## src/rtl/stk_seq_pkg.sv

```systemverilog
`timescale 1ns/1ps
package stk_seq_pkg;
  localparam int CW  = 16;
  localparam int OPW = 10;

  typedef enum logic [2:0] {
    ST_BOOT, ST_DEC, ST_IN0, ST_IN1, ST_FETCH, ST_WR, ST_IDLE
  } st_e;

  typedef enum logic [1:0] {
    SRC_NONE = 2'd0, SRC_IMM = 2'd1, SRC_POP = 2'd2, SRC_RSV = 2'd3
  } src_e;

  typedef struct packed {
    logic [OPW-1:0] func;
    logic           flag;
    logic           push;
    src_e           in1;
    src_e           in0;
  } ctrl_t;

  function automatic logic src_used(src_e s);
    return (s == SRC_IMM) || (s == SRC_POP);
  endfunction
endpackage

```

## src/rtl/stk_seq_decode.sv

```systemverilog
`timescale 1ns/1ps
module stk_seq_decode
  import stk_seq_pkg::*;
(
  input  src_e in0_i,
  input  src_e in1_i,
  output st_e  first_o
);
  always_comb begin
    if (src_used(in0_i))      first_o = ST_IN0;
    else if (src_used(in1_i)) first_o = ST_IN1;
    else                      first_o = ST_FETCH;
  end
endmodule

```

## src/rtl/stk_seq_ptrs.sv

```systemverilog
`timescale 1ns/1ps
module stk_seq_ptrs #(
  parameter int             AW       = 16,
  parameter logic [AW-1:0]  PC_RESET = '0,
  parameter logic [AW-1:0]  SP_RESET = '0
) (
  input  logic          clk_i,
  input  logic          rst_ni,
  input  logic          pc_inc_i,
  input  logic          pc_load_i,
  input  logic [AW-1:0] pc_target_i,
  input  logic          sp_inc_i,
  input  logic          sp_dec_i,
  output logic [AW-1:0] pc_o,
  output logic [AW-1:0] sp_o,
  output logic [AW-1:0] sp_below_o
);
  localparam logic [AW-1:0] STEP = AW'(2);

  logic [AW-1:0] pc_q, sp_q;

  always_ff @(posedge clk_i or negedge rst_ni) begin
    if (!rst_ni)        pc_q <= PC_RESET;
    else if (pc_load_i) pc_q <= pc_target_i;
    else if (pc_inc_i)  pc_q <= pc_q + STEP;
  end

  always_ff @(posedge clk_i or negedge rst_ni) begin
    if (!rst_ni)       sp_q <= SP_RESET;
    else if (sp_inc_i) sp_q <= sp_q + STEP;
    else if (sp_dec_i) sp_q <= sp_q - STEP;
  end

  assign pc_o       = pc_q;
  assign sp_o       = sp_q;
  assign sp_below_o = sp_q - STEP;
endmodule

```

## src/rtl/stk_seq_regs.sv

```systemverilog
`timescale 1ns/1ps
module stk_seq_regs
  import stk_seq_pkg::*;
#(
  parameter int DW = 16
) (
  input  logic          clk_i,
  input  logic          rst_ni,
  input  logic [DW-1:0] rdata_i,
  input  logic          pf_ld_i,
  input  logic          ir_ld_i,
  input  logic          opnd_clr_i,
  input  logic [1:0]    opnd_ld_i,
  input  logic          res_ld_i,
  input  logic [DW-1:0] res_d_i,
  output ctrl_t         pf_o,
  output ctrl_t         ir_o,
  output logic [DW-1:0] opnd_o [2],
  output logic [DW-1:0] res_o
);
  ctrl_t         pf_q, ir_q;
  logic [DW-1:0] res_q;

  always_ff @(posedge clk_i or negedge rst_ni) begin
    if (!rst_ni) begin
      pf_q <= '0;
      ir_q <= '0;
    end else begin
      if (pf_ld_i) pf_q <= ctrl_t'(rdata_i[CW-1:0]);
      if (ir_ld_i) ir_q <= pf_q;
    end
  end

  for (genvar g = 0; g < 2; g++) begin : g_opnd
    logic [DW-1:0] q;
    always_ff @(posedge clk_i or negedge rst_ni) begin
      if (!rst_ni)           q <= '0;
      else if (opnd_clr_i)   q <= '0;
      else if (opnd_ld_i[g]) q <= rdata_i;
    end
    assign opnd_o[g] = q;
  end

  always_ff @(posedge clk_i or negedge rst_ni) begin
    if (!rst_ni)       res_q <= '0;
    else if (res_ld_i) res_q <= res_d_i;
  end

  assign pf_o  = pf_q;
  assign ir_o  = ir_q;
  assign res_o = res_q;
endmodule

```

## src/rtl/stk_seq_top.sv

```systemverilog
`timescale 1ns/1ps
module stk_seq_top
  import stk_seq_pkg::*;
#(
  parameter int            AW       = 16,
  parameter int            DW       = 16,
  parameter logic [AW-1:0] PC_RESET = '0,
  parameter logic [AW-1:0] SP_RESET = AW'(16'h0400)
) (
  input  logic           clk_i,
  input  logic           rst_ni,
  output logic           bus_req_o,
  output logic           bus_we_o,
  output logic [AW-1:0]  bus_addr_o,
  output logic [DW-1:0]  bus_wdata_o,
  input  logic [DW-1:0]  bus_rdata_i,
  input  logic           bus_ready_i,
  output logic [OPW-1:0] alu_op_o,
  output logic [DW-1:0]  alu_a_o,
  output logic [DW-1:0]  alu_b_o,
  input  logic [DW-1:0]  alu_res_i,
  output logic           flag_we_o,
  input  logic           jump_i,
  input  logic [AW-1:0]  jump_target_i,
  output logic [AW-1:0]  pc_o,
  output logic [AW-1:0]  sp_o
);
  st_e           st_q, st_d, pf_first;
  ctrl_t         pf, ir;
  logic [DW-1:0] opnd [2];
  logic [DW-1:0] res;
  logic [AW-1:0] pc, sp, sp_below;
  logic          ack, finish;
  logic          pc_inc, pc_load, sp_inc, sp_dec;
  logic          pf_ld, ir_ld, opnd_clr, res_ld;
  logic [1:0]    opnd_ld;

  stk_seq_decode u_dec (
    .in0_i   (pf.in0),
    .in1_i   (pf.in1),
    .first_o (pf_first)
  );

  stk_seq_ptrs #(.AW(AW), .PC_RESET(PC_RESET), .SP_RESET(SP_RESET)) u_ptrs (
    .clk_i       (clk_i),
    .rst_ni      (rst_ni),
    .pc_inc_i    (pc_inc),
    .pc_load_i   (pc_load),
    .pc_target_i (jump_target_i),
    .sp_inc_i    (sp_inc),
    .sp_dec_i    (sp_dec),
    .pc_o        (pc),
    .sp_o        (sp),
    .sp_below_o  (sp_below)
  );

  stk_seq_regs #(.DW(DW)) u_regs (
    .clk_i      (clk_i),
    .rst_ni     (rst_ni),
    .rdata_i    (bus_rdata_i),
    .pf_ld_i    (pf_ld),
    .ir_ld_i    (ir_ld),
    .opnd_clr_i (opnd_clr),
    .opnd_ld_i  (opnd_ld),
    .res_ld_i   (res_ld),
    .res_d_i    (alu_res_i),
    .pf_o       (pf),
    .ir_o       (ir),
    .opnd_o     (opnd),
    .res_o      (res)
  );

  assign bus_req_o = (st_q == ST_BOOT) || (st_q == ST_IN0) || (st_q == ST_IN1) ||
                     (st_q == ST_FETCH) || (st_q == ST_WR);
  assign bus_we_o  = (st_q == ST_WR);
  assign ack       = bus_req_o && bus_ready_i;

  always_comb begin
    unique case (st_q)
      ST_IN0:  bus_addr_o = (ir.in0 == SRC_IMM) ? pc : sp;
      ST_IN1:  bus_addr_o = (ir.in1 == SRC_IMM) ? pc : sp;
      ST_WR:   bus_addr_o = sp_below;
      default: bus_addr_o = pc;
    endcase
  end

  always_comb begin
    st_d     = st_q;
    pc_inc   = 1'b0;
    pc_load  = 1'b0;
    sp_inc   = 1'b0;
    sp_dec   = 1'b0;
    pf_ld    = 1'b0;
    ir_ld    = 1'b0;
    opnd_clr = 1'b0;
    opnd_ld  = 2'b00;
    res_ld   = 1'b0;
    finish   = 1'b0;
    unique case (st_q)
      ST_BOOT: if (ack) begin
        pf_ld  = 1'b1;
        pc_inc = 1'b1;
        st_d   = ST_DEC;
      end
      ST_DEC: begin
        ir_ld    = 1'b1;
        opnd_clr = 1'b1;
        st_d     = pf_first;
      end
      ST_IN0: if (ack) begin
        opnd_ld[0] = 1'b1;
        pc_inc     = (ir.in0 == SRC_IMM);
        sp_inc     = (ir.in0 == SRC_POP);
        st_d       = src_used(ir.in1) ? ST_IN1 : ST_FETCH;
      end
      ST_IN1: if (ack) begin
        opnd_ld[1] = 1'b1;
        pc_inc     = (ir.in1 == SRC_IMM);
        sp_inc     = (ir.in1 == SRC_POP);
        st_d       = ST_FETCH;
      end
      ST_FETCH: if (ack) begin
        pf_ld  = 1'b1;
        pc_inc = 1'b1;
        res_ld = 1'b1;
        st_d   = ir.push ? ST_WR : ST_IDLE;
      end
      ST_WR: if (ack) begin
        sp_dec = 1'b1;
        finish = 1'b1;
      end
      default: finish = 1'b1;
    endcase
    // end of instruction: redirect, or start the word decoded this cycle
    if (finish) begin
      if (jump_i) begin
        pc_load = 1'b1;
        st_d    = ST_BOOT;
      end else begin
        ir_ld    = 1'b1;
        opnd_clr = 1'b1;
        st_d     = pf_first;
      end
    end
  end

  always_ff @(posedge clk_i or negedge rst_ni) begin
    if (!rst_ni) st_q <= ST_BOOT;
    else         st_q <= st_d;
  end

  assign bus_wdata_o = res;
  assign alu_op_o    = ir.func;
  assign alu_a_o     = opnd[0];
  assign alu_b_o     = opnd[1];
  assign flag_we_o   = ir.flag && (((st_q == ST_WR) && bus_ready_i) || (st_q == ST_IDLE));
  assign pc_o        = pc;
  assign sp_o        = sp;
endmodule

```

## config.mk

```make
export PLATFORM = sky130hd
export DESIGN_NAME = stk_seq_top
export DESIGN_NICKNAME = d
export VERILOG_FILES = /design/src/rtl/stk_seq_pkg.sv /design/src/rtl/stk_seq_decode.sv /design/src/rtl/stk_seq_ptrs.sv /design/src/rtl/stk_seq_regs.sv /design/src/rtl/stk_seq_top.sv
export SDC_FILE = /design/constraint.sdc
export NUM_CORES = 1
export LEC_CHECK = 0
export BUFFER_PORTS_ARGS = -buffer_cell sky130_fd_sc_hd__buf_2
export CORE_ASPECT_RATIO = 0.9
export CORE_UTILIZATION = 45
export CTS_CLUSTER_SIZE = 12
export DETAILED_ROUTE_END_ITERATION = 8
export PLACE_DENSITY = 0.73
export REMOVE_ABC_BUFFERS = 1
export SETUP_SLACK_MARGIN = 0.2
export SLEW_MARGIN = 20
export SYNTH_ARGS = -nofsm -noshare
export SYNTH_HDL_FRONTEND = slang
export SYNTH_HIERARCHICAL = 1
export SYNTH_SLANG_ARGS = --single-unit
```

## constraint.sdc

```tcl
create_clock -name clk_i -period 5.3 [get_ports clk_i]
set_input_delay 0.53 -clock clk_i [delete_from_list [all_inputs] [get_ports clk_i]]
set_output_delay 0.53 -clock clk_i [all_outputs]
set_load 0.03 [all_outputs]
```

==> out/metrics.cfg, run 1 <==
[outcome]
outcome = complete, no violations

[layout]
layout_common_cells = buf_2 (158), dfrtp_1 (113), nor2_1 (49)
antenna_cells = 0
drive_gt1_frac = 0.389
nNetsFinal = 733
layout_commonest_cell = buf_2
fin_area_sq_um = 7440
finalNonFillerCells = 850
syn2layout_area_growth_pct = 23.0

[clocking]
post_cts_buffers = 0
cts.clk_slew.worst_paths_ns = 0.05
numCtsBuffers = 17
cts_tree = built
insertion_delay_ns = 0.40
htreeDepth = 4
cts_hold_buf = 0
cts.path.max_buffers = 2
cts_root_buf = clkbuf_16
post_cts_resized = 0
clock_sinks = 114

[floorplan]
placementRows = 39
die_area_sq_um = 13900
io_pins = 161
fp.dieH_um = 112
fp.dieW_um = 124
coreArea_sq_um = 12900
initial_core_util = 0.469

[yosys]
synth_area_sq_um = 6040
synth_edf_count = 0
yosysWarnings = 6
synth_cells = 531
ys.flop_type = dfrtp_1
ys_ff_latch = 114
avgSynthCellArea_sq_um = 11.4
ys_async_sr_fraction = 1.00
synth_cell_types = 59
yosysSeqAreaShare = 0.472

[sta]
clock_skew_ns = 0.00931
hold_slack_ns = 0.265
relSlewSlack = 0.275
finalSetupViolCount = 0
max_freq_ghz = 0.278
hold_viol = 0
rsz0062_at_grt = no
slew_violations = 0
fin_crit_ns = 3.59
tightestPinTransition_ns = 1.09
tns_ns = 0
fin_crit_sh = 0.678

[pwr]
p_sw_frac = 0.449
power_frac_seq = 0.306
p_total_uw = 5750
leakage_uw = 0.00354
p_clk_frac = 0.206
p_switching_uw = 2590
p_comb_frac = 0.489
intPower_uw = 3170
power_density_nw_per_um2 = 774
peakVddDrop_v = 0.000379

[global_route]
grt_pass1_vias = 4552
antenna_found_initial = 0
grt_max_degree = 76
track_usage = 0.213
grt_pass1_wl_um = 22900
grt-ovfl-total = 0

[placement]
dp.final_hpwl_um = 9810
place_inst = 821
place_congestion = 0.895
port-buffer-count = 159
place_area_sq_um = 6820

[setup_path]
path_cells = inv_1 > ha_1 > or3b_1 > or4_4 > nor4_2 > xor2_1 > and2_1 > a221o_2 > buf_2
worstPathMaxFanout = 8
cp_slowest_cell = or4_4
end_kind = primary output
max_stage_delay_ns = 0.51
path_class = register to primary output
path_delay_family = simple AND/OR/NAND/NOR gates
cp_data_required_time_ns = 4.77
r2r_slack_ns = 2.43
start_kind = register
cp.arrival_ns = 3.06
critPathBufInv = 2

[route]
vias = 4571
wirelength_um = 14300
routed_via_density = 5.38
drtIter0Drc = 303
route.detailed.drc = 0
ant_nets = 0
wire_per_inst_um = 16.9
drt_pass1_iterations = 5

[worst_hold_path]
hp-class = input pin to asynchronous set/reset pin

[flow_run]
cap_violations = 0

-- area by class of cell --
class / count / area [sq um]
timing repair buffer: 163 / 828
inverter: 13 / 48.8
clock inverter: 9 / 158
tap: 164 / 205
fill: 1071 / 5450
clock buffer: 20 / 457
sequential: 114 / 2850
multi-input combinational: 367 / 2890
-- cells by family after synthesis --
kind of cell,Yosys count,synth area share
flip-flops,114,0.472
AND/OR/NAND/NOR,168,0.143
AO/OA/AOI/OAI,65,0.0849
adder cells (fa/ha/maj),5,0.0103
other,1,0.000620
buffers and inverters,51,0.0578
multiplexers,86,0.172
XOR/XNOR,41,0.0594
-- metal layers --
metal	global-route usage	part of all wire	vias to the layer above
li1	-	-	2158
met1	0.272	0.44	2209
met2	0.333	0.47	187
met3	0.0743	0.075	17
met4	0.0746	0.014	0
met5	0	0	-
-- power by group through the flow --
| stage | clock (uW) | combinational [uW] | sequential, uW |
|---|---|---|---|
| global route | 1250 | 3020 | 1830 |
| detailed placement | 0 | 2810 | 1760 |
| floorplan | 0 | 1460 | 2290 |
| CTS | 1210 | 2820 | 1760 |
| global placement | 0 | 2750 | 1730 |
| finish | 1180 | 2810 | 1760 |
-- per-stage QoR --
| stage | utilization | setup WS [ns] |
|---|---|---|
| final | 0.577 | 1.71 |
| after global placement | 0.529 | 2.19 |
| after floorplan | - | 1.76 |
| after global routing | 0.577 | 1.55 |
| after detailed placement | 0.529 | 2.12 |
| after CTS | 0.577 | 1.69 |
-- synthesized netlist by cell type (2+ instances only) --
cell        n  area share
dfrtp_1   113        0.47
nor2_1     52       0.032
mux2i_1    34       0.056
nand2_1    32       0.020
mux2_4     30       0.075
mux2_2     22       0.041
o21ai_0    21       0.017
xor2_1     21       0.030
xnor2_1    20       0.029
and2_1     19       0.020
clkbuf_1   14      0.0087
inv_1      13      0.0081
nor3_1     10      0.0083
a221o_2     9       0.017
buf_6       9       0.017
nand4_1     9      0.0093
nor4_1      8      0.0083
a21oi_1     7      0.0058
a221o_1     7       0.012
nand3_1     7      0.0058
buf_2       6      0.0050
ha_1        5       0.010
nand2b_1    5      0.0052
a32oi_1     4      0.0058
buf_12      3      0.0099
buf_4       3      0.0037
nor2b_1     3      0.0031
o21a_1      3      0.0037
o22ai_1     3      0.0031
or4_1       3      0.0037
a22oi_1     2      0.0025
and2b_1     2      0.0025
and3_1      2      0.0021
and4_1      2      0.0029
buf_8       2      0.0050
nor3b_1     2      0.0025
or3_1       2      0.0021
-- worst paths after layout --
path | start | depth (start not counted) | endpoint
hold / removal | rst_ni | 1 | u_ptrs/pc_o[0]$_DFFE_PN0P_
setup reg to reg | st_q[1]$_DFFE_PN0P_ | 6 | u_ptrs/sp_o[12]$_DFFE_PN0P_
min in group clk_i | jump_target_i[15] | 3 | u_ptrs/pc_o[15]$_DFFE_PN0N_
hold reg to reg | u_regs/pf_o[13]$_DFFE_PN0P_ | 1 | u_regs/ir_o[13]$_DFFE_PN0P_
max in group asynchronous | rst_ni | 2 | u_regs/ir_o[3]$_DFFE_PN0P_
setup / recovery | u_ptrs/sp_o[1]$_DFFE_PN0P_ | 9 | bus_addr_o[15]
-- state kept, by name (all words and copies together), names as in the netlist --
| signal | flops |
|---|---|
| u_regs/pf_o | 16 |
| u_regs/g_opnd.q | 32 |
| u_regs/res_o | 16 |
| st_q | 3 |
| u_regs/ir_o | 16 |
| u_ptrs/sp_o | 15 |
| u_ptrs/pc_o | 16 |
-- worst register-to-register path, cell delays in order (launching register included) --
cell      delay (ns)
dfrtp_1         0.57
and3b_1         0.74
and2_1          0.34
nand2b_1        0.27
nor4_1          0.51
a32oi_1         0.15
xnor2_1         0.16
(Power assumes the default switching activity.)
==> run 2, diff against run 1 <==
- clock period: 5.3 -> 3.65 ns (I/O delays scaled with it)
==> out/metrics.cfg, run 2 (synthesis gave the netlist of run 1 again) <==
[route]
drt_pass1_iterations = 5
drtIter0Drc = 365
vias = 4567
wirelength_um = 14800
route.detailed.drc = 0
ant_nets = 0
routed_via_density = 5.32
wire_per_inst_um = 17.3

[layout]
fill_cells = 1089
top_register = u_regs/g_opnd.q
drive_gt1_frac = 0.403
antenna_cells = 0
layout_common_cells = buf_2 (158), dfrtp_1 (111), nor2_1 (49)
layout_commonest_cell = buf_2
nNetsFinal = 739
largest_reg_flops = 32
seq_area_sq_um = 2860
multiInputGateArea_sq_um = 2890
syn2layout_area_growth_pct = 23.8

[global_route]
grt-ovfl-total = 0
grt_max_degree = 75
grtUsageMet2 = 0.351
grt.met1_usage = 0.283
use_met3 = 0.0743
busiest_layer = met2
track_usage = 0.223
antenna_found_initial = 0
grt_pass1_vias = 4543
grt_pass1_wl_um = 23600

[setup_path]
end_kind = primary output
cp_slowest_cell = or4_4
path_class = register to primary output
cp_data_required_time_ns = 3.28
start_kind = register
worstPathMaxFanout = 8
max_stage_delay_ns = 0.49
path_cells = inv_1 > ha_2 > or3b_4 > or4_4 > nor4_4 > xor2_1 > and2_1 > a221o_2 > buf_2
cp.arrival_ns = 2.95

[clocking]
cts_tree = built
htreeDepth = 4
cts_hold_buf = 0
insertion_delay_ns = 0.41
cts.path.max_buffers = 2
cts_root_buf = clkbuf_16
numCtsBuffers = 17
clock_sinks = 114
cts.clk_slew.worst_paths_ns = 0.06

[sta]
fin_crit_ns = 3.32
fin_crit_sh = 0.909
slew_violations = 0
max_freq_ghz = 0.301
setup_slack_ns = 0.332
hold_viol = 0
relSlewSlack = 0.386
tns_ns = 0
clock_skew_ns = 0.0103
rsz0062_at_grt = no
finalSetupViolCount = 0
tightestPinTransition_ns = 0.921

[pwr]
power_density_nw_per_um2 = 1120
peakVddDrop_v = 0.000592
p_total_uw = 8390
leakage_uw = 0.00356

[flow_run]
cap_violations = 0

[floorplan]
coreArea_sq_um = 12900
placementRows = 39
die_area_sq_um = 13900
initial_core_util = 0.469
fp.dieH_um = 112
fp.dieW_um = 124
io_pins = 161

[placement]
port-buffer-count = 159
dp.final_hpwl_um = 10100
place_congestion = 0.894
dp_slack_ns = 0.628

[outcome]
outcome = complete, no violations

[worst_hold_path]
hp-class = input pin to asynchronous set/reset pin

run 2: final timing paths:
path,startpoint,end,cells after the start,slack [ns]
hold reg to reg,u_regs/res_o[0]$_DFFE_PN0P_,u_regs/res_o[0]$_DFFE_PN0P_,1,0.50
setup reg to reg,st_q[0]$_DFFE_PN0P_,u_ptrs/sp_o[14]$_DFFE_PN0P_,6,0.79
hold / removal,rst_ni,u_ptrs/pc_o[6]$_DFFE_PN0N_,1,0.08
setup / recovery,u_ptrs/sp_o[1]$_DFFE_PN0P_,bus_addr_o[15],9,0.33
max in group asynchronous,rst_ni,u_ptrs/sp_o[1]$_DFFE_PN0P_,2,2.66
min in group clk_i,jump_target_i[15],u_ptrs/pc_o[15]$_DFFE_PN0N_,3,0.18
run 2: final cells by class:
class,count,share of cell area
multi-input cells,367,0.386
flip-flops and latches,114,0.382
repair buffers,169,0.117
clock buffers,18,0.0574
well taps,164,0.0274
clock inverters,14,0.0237
inverters,13,0.00652
run 2: worst max-delay path, delay by kind of cell (launching register included):
kind / cells / cell delay (ns)
xor gates and xnor gates: 1 / 0.09
AOI/OAI and AO/OA: 1 / 0.28
and+or+nand+nor: 4 / 1.22
DFF: 1 / 0.46
adders and majority gates: 1 / 0.21
buffers and inverters: 2 / 0.30
run 2: metrics by stage:
stage | cells | utilization | cell area [sq um] | hold WS, ns
after floorplan | 494 | - | 5750 | 0.0694
after global placement | 826 | 0.532 | 6850 | 0.484
after detailed placement | 826 | 0.532 | 6850 | 0.490
after CTS | 858 | 0.579 | 7460 | 0.125
after global routing | 859 | 0.581 | 7480 | 0.169
final | 859 | 0.581 | 7480 | 0.0844
run 2: per-layer routing:
metal	share of wire	vias up
met3	0.083	18
met2	0.47	186
li1	-	2157
met5	0	-
met4	0.015	0
met1	0.43	2206
run 2: report_power, final:
| part | total (uW) | switching (uW) | internal [uW] |
|---|---|---|---|
| combinational | 4130 | 2540 | 1580 |
| clock | 1700 | 620 | 1080 |
| sequential | 2560 | 682 | 1880 |
run 2: what timing repair did:
| action | CTS | global route |
|---|---|---|
| pin swaps | 0 | 0 |
| gates resized for setup | 1 | 4 |
| endpoints found under the setup margin | 1 | 2 |
| setup buffers | 0 | 1 |
| hold endpoints to repair | 0 | 0 |
==> run 3, diff against run 2 <==
- ABC_AREA: unset -> 1
- CTS_BUF_LIST: unset -> sky130_fd_sc_hd__clkbuf_16
- PLACE_DENSITY: 0.73 -> 0.72
==> out/metrics.cfg, run 3 <==
[outcome]
outcome = complete, no violations

[yosys]
ys_async_sr_fraction = 1.00
yosysSeqAreaShare = 0.444
ys_ff_latch = 114
synth_cells = 857
synth_area_sq_um = 6420
synth.largest_area_cell = dfrtp_1
ys.flop_type = dfrtp_1
synth_cell_types = 39
avgSynthCellArea_sq_um = 7.50
synth_commonest_cells = nand2_1 (297), dfrtp_1 (113), inv_1 (101)
synth_area_leaders = dfrtp_1 (44%), nand2_1 (17%), nand3_1 (7.6%)
yosysMostFrequentCell = nand2_1
yosysWarnings = 6
synth_top_area_frac = 0.440
synth_edf_count = 0

[layout]
antenna_cells = 0
layout_common_cells = nand2_1 (297), buf_2 (158), dfrtp_1 (113)
final_util = 0.563
layout_commonest_cell = nand2_1
drive_gt1_frac = 0.236
syn2layout_area_growth_pct = 22.4
largest_reg_flops = 32
top_register = u_regs/g_opnd.q
fin_area_sq_um = 7860
nNetsFinal = 1068
fill_cells = 1369

[sta]
clock_skew_ns = 0.00674
finalSetupViolCount = 0
max_freq_ghz = 0.368
slew_violations = 0
tightestPinTransition_ns = 1.01
fin_crit_sh = 0.745
rsz0062_at_grt = no
fin_crit_ns = 2.72
relSlewSlack = 0.324
hold_viol = 0

[clocking]
htreeDepth = 4
clock_sinks = 114
cts.clk_slew.worst_paths_ns = 0.06
cts_tree = built
insertion_delay_ns = 0.42
numCtsBuffers = 17
cts_root_buf = clkbuf_16
cts.path.max_buffers = 2

[setup_path]
cp.arrival_ns = 3.02
end_kind = register
cp_data_required_time_ns = 3.95
worstPathMaxFanout = 12
path_class = register to register
start_kind = register

[pwr]
p_switching_uw = 4110
p_sw_frac = 0.511
leakage_uw = 0.00419
p_comb_frac = 0.503
p_clk_frac = 0.199
power_density_nw_per_um2 = 1020
peakVddDrop_v = 0.000456
power_frac_seq = 0.298
intPower_uw = 3930

[floorplan]
initial_core_util = 0.460
fp.dieH_um = 115
io_pins = 161
fp.dieW_um = 128
die_area_sq_um = 14800
coreArea_sq_um = 14000
placementRows = 41

[placement]
place_area_sq_um = 7280
dp.final_hpwl_um = 12100
port-buffer-count = 159
place_congestion = 0.920

[route]
drtIter0Drc = 571
wire_per_inst_um = 14.1
routed_via_density = 5.03
wirelength_um = 17200
ant_nets = 0
vias = 6122
route.detailed.drc = 0
drt_pass1_iterations = 6

[global_route]
grt-ovfl-total = 0
grt_max_degree = 51
track_usage = 0.243
grt_pass1_wl_um = 27700
grt_pass1_vias = 5487
antenna_found_initial = 1

[worst_hold_path]
hp-class = input pin to register

[flow_run]
cap_violations = 0

[run 3: cell count changes after synthesis, moves of 18 or more]
cell     previous run  this run
nand2_1            32       297
nand3_1             7        98
mux2_4             30         0
mux2i_1            34         0
mux2_2             22         1
inv_1              13       101
o21ai_0            21        57
and2_1             19         1
[run 3: metrics by stage]
step                      std cells  hold slack [ns]  power, uW  setup WS, ns  setup TNS [ns]
after floorplan                 823           0.0694       5120       -0.0427           -1.37
after global placement         1184            0.441       6350          1.10               0
after detailed placement       1184            0.432       6420         0.986               0
after CTS                      1217            0.137       8070         0.959               0
after global routing           1217            0.155       8600         0.737               0
final                          1217            0.152       8040         0.930               0
[run 3: logic make-up (layout without fill, tap and decap cells)]
family	after synthesis	after routing	share of synthesized area
fa+ha+maj	5	5	0.00974
flops	114	114	0.444
other cells	1	2	0.000584
compound gates	87	87	0.0773
mux	1	1	0.00175
xor+xnor	14	14	0.0203
simple gates	491	491	0.340
buf+inv	144	310	0.107
[run 3: path summary, 6_finish.rpt]
path / start / end / slack [ns] / cells past startpoint
max in group asynchronous: rst_ni / u_ptrs/sp_o[10]$_DFFE_PN1P_ / 2.20 / 3
worst min-delay path: alu_res_i[14] / u_regs/res_o[14]$_DFFE_PN0P_ / 0.15 / 3
worst max register to register: st_q[2]$_DFFE_PN0P_ / u_ptrs/sp_o[13]$_DFFE_PN0P_ / 0.93 / 15
worst max-delay path: st_q[2]$_DFFE_PN0P_ / u_ptrs/sp_o[13]$_DFFE_PN0P_ / 0.93 / 15
min in group asynchronous: rst_ni / u_regs/g_opnd[1].q[6]$_DFFE_PN0P_ / 0.53 / 2
worst min register to register: u_regs/g_opnd[1].q[9]$_DFFE_PN0P_ / u_regs/g_opnd[1].q[9]$_DFFE_PN0P_ / 0.47 / 2
[run 3: area by class of cell]
cell class,instances,area [sq um],area share
well taps,193,241,0.0307
repair buffers,169,876,0.111
clock buffers,17,425,0.0541
clock inverters,15,144,0.0183
inverters,109,409,0.0520
multi-input cells,600,2910,0.370
flip-flops and latches,114,2850,0.363
[run 3: per-layer routing]
layer	routed length, um	global-route usage	vias to the layer above
met3	1280	0.0679	29
met2	7770	0.372	219
met5	0	0	-
met4	254	0.0722	0
met1	7900	0.337	2840
li1	-	-	3034
[run 3: power groups by stage]
stage / registers, uW / logic, uW / clock network, uW
3_5_place_dp: 2380 / 4040 / 0
5_1_grt: 2470 / 4440 / 1690
2_1_floorplan: 3080 / 2040 / 0
4_1_cts: 2380 / 4050 / 1640
6_report: 2390 / 4040 / 1600
3_3_place_gp: 2390 / 3960 / 0
[run 3: repair_timing]
action,in CTS,in global routing
endpoints found under the hold margin,28,0
hold buffers,1,0
gates resized for setup,0,0
setup buffers,0,0
[run 3: critical path, stage by stage, from the launching register on]
cell	delay, ns
dfrtp_1	0.56
inv_2	0.20
nand2_1	0.08
nor2_2	0.15
inv_2	0.08
o21ai_0	0.07
o21ai_0	0.10
nor3_1	0.13
buf_4	0.21
inv_1	0.16
nand2_2	0.19
clkinv_1	0.33
nor2_1	0.18
nand2_1	0.07
nand2_1	0.05
nor2_1	0.04
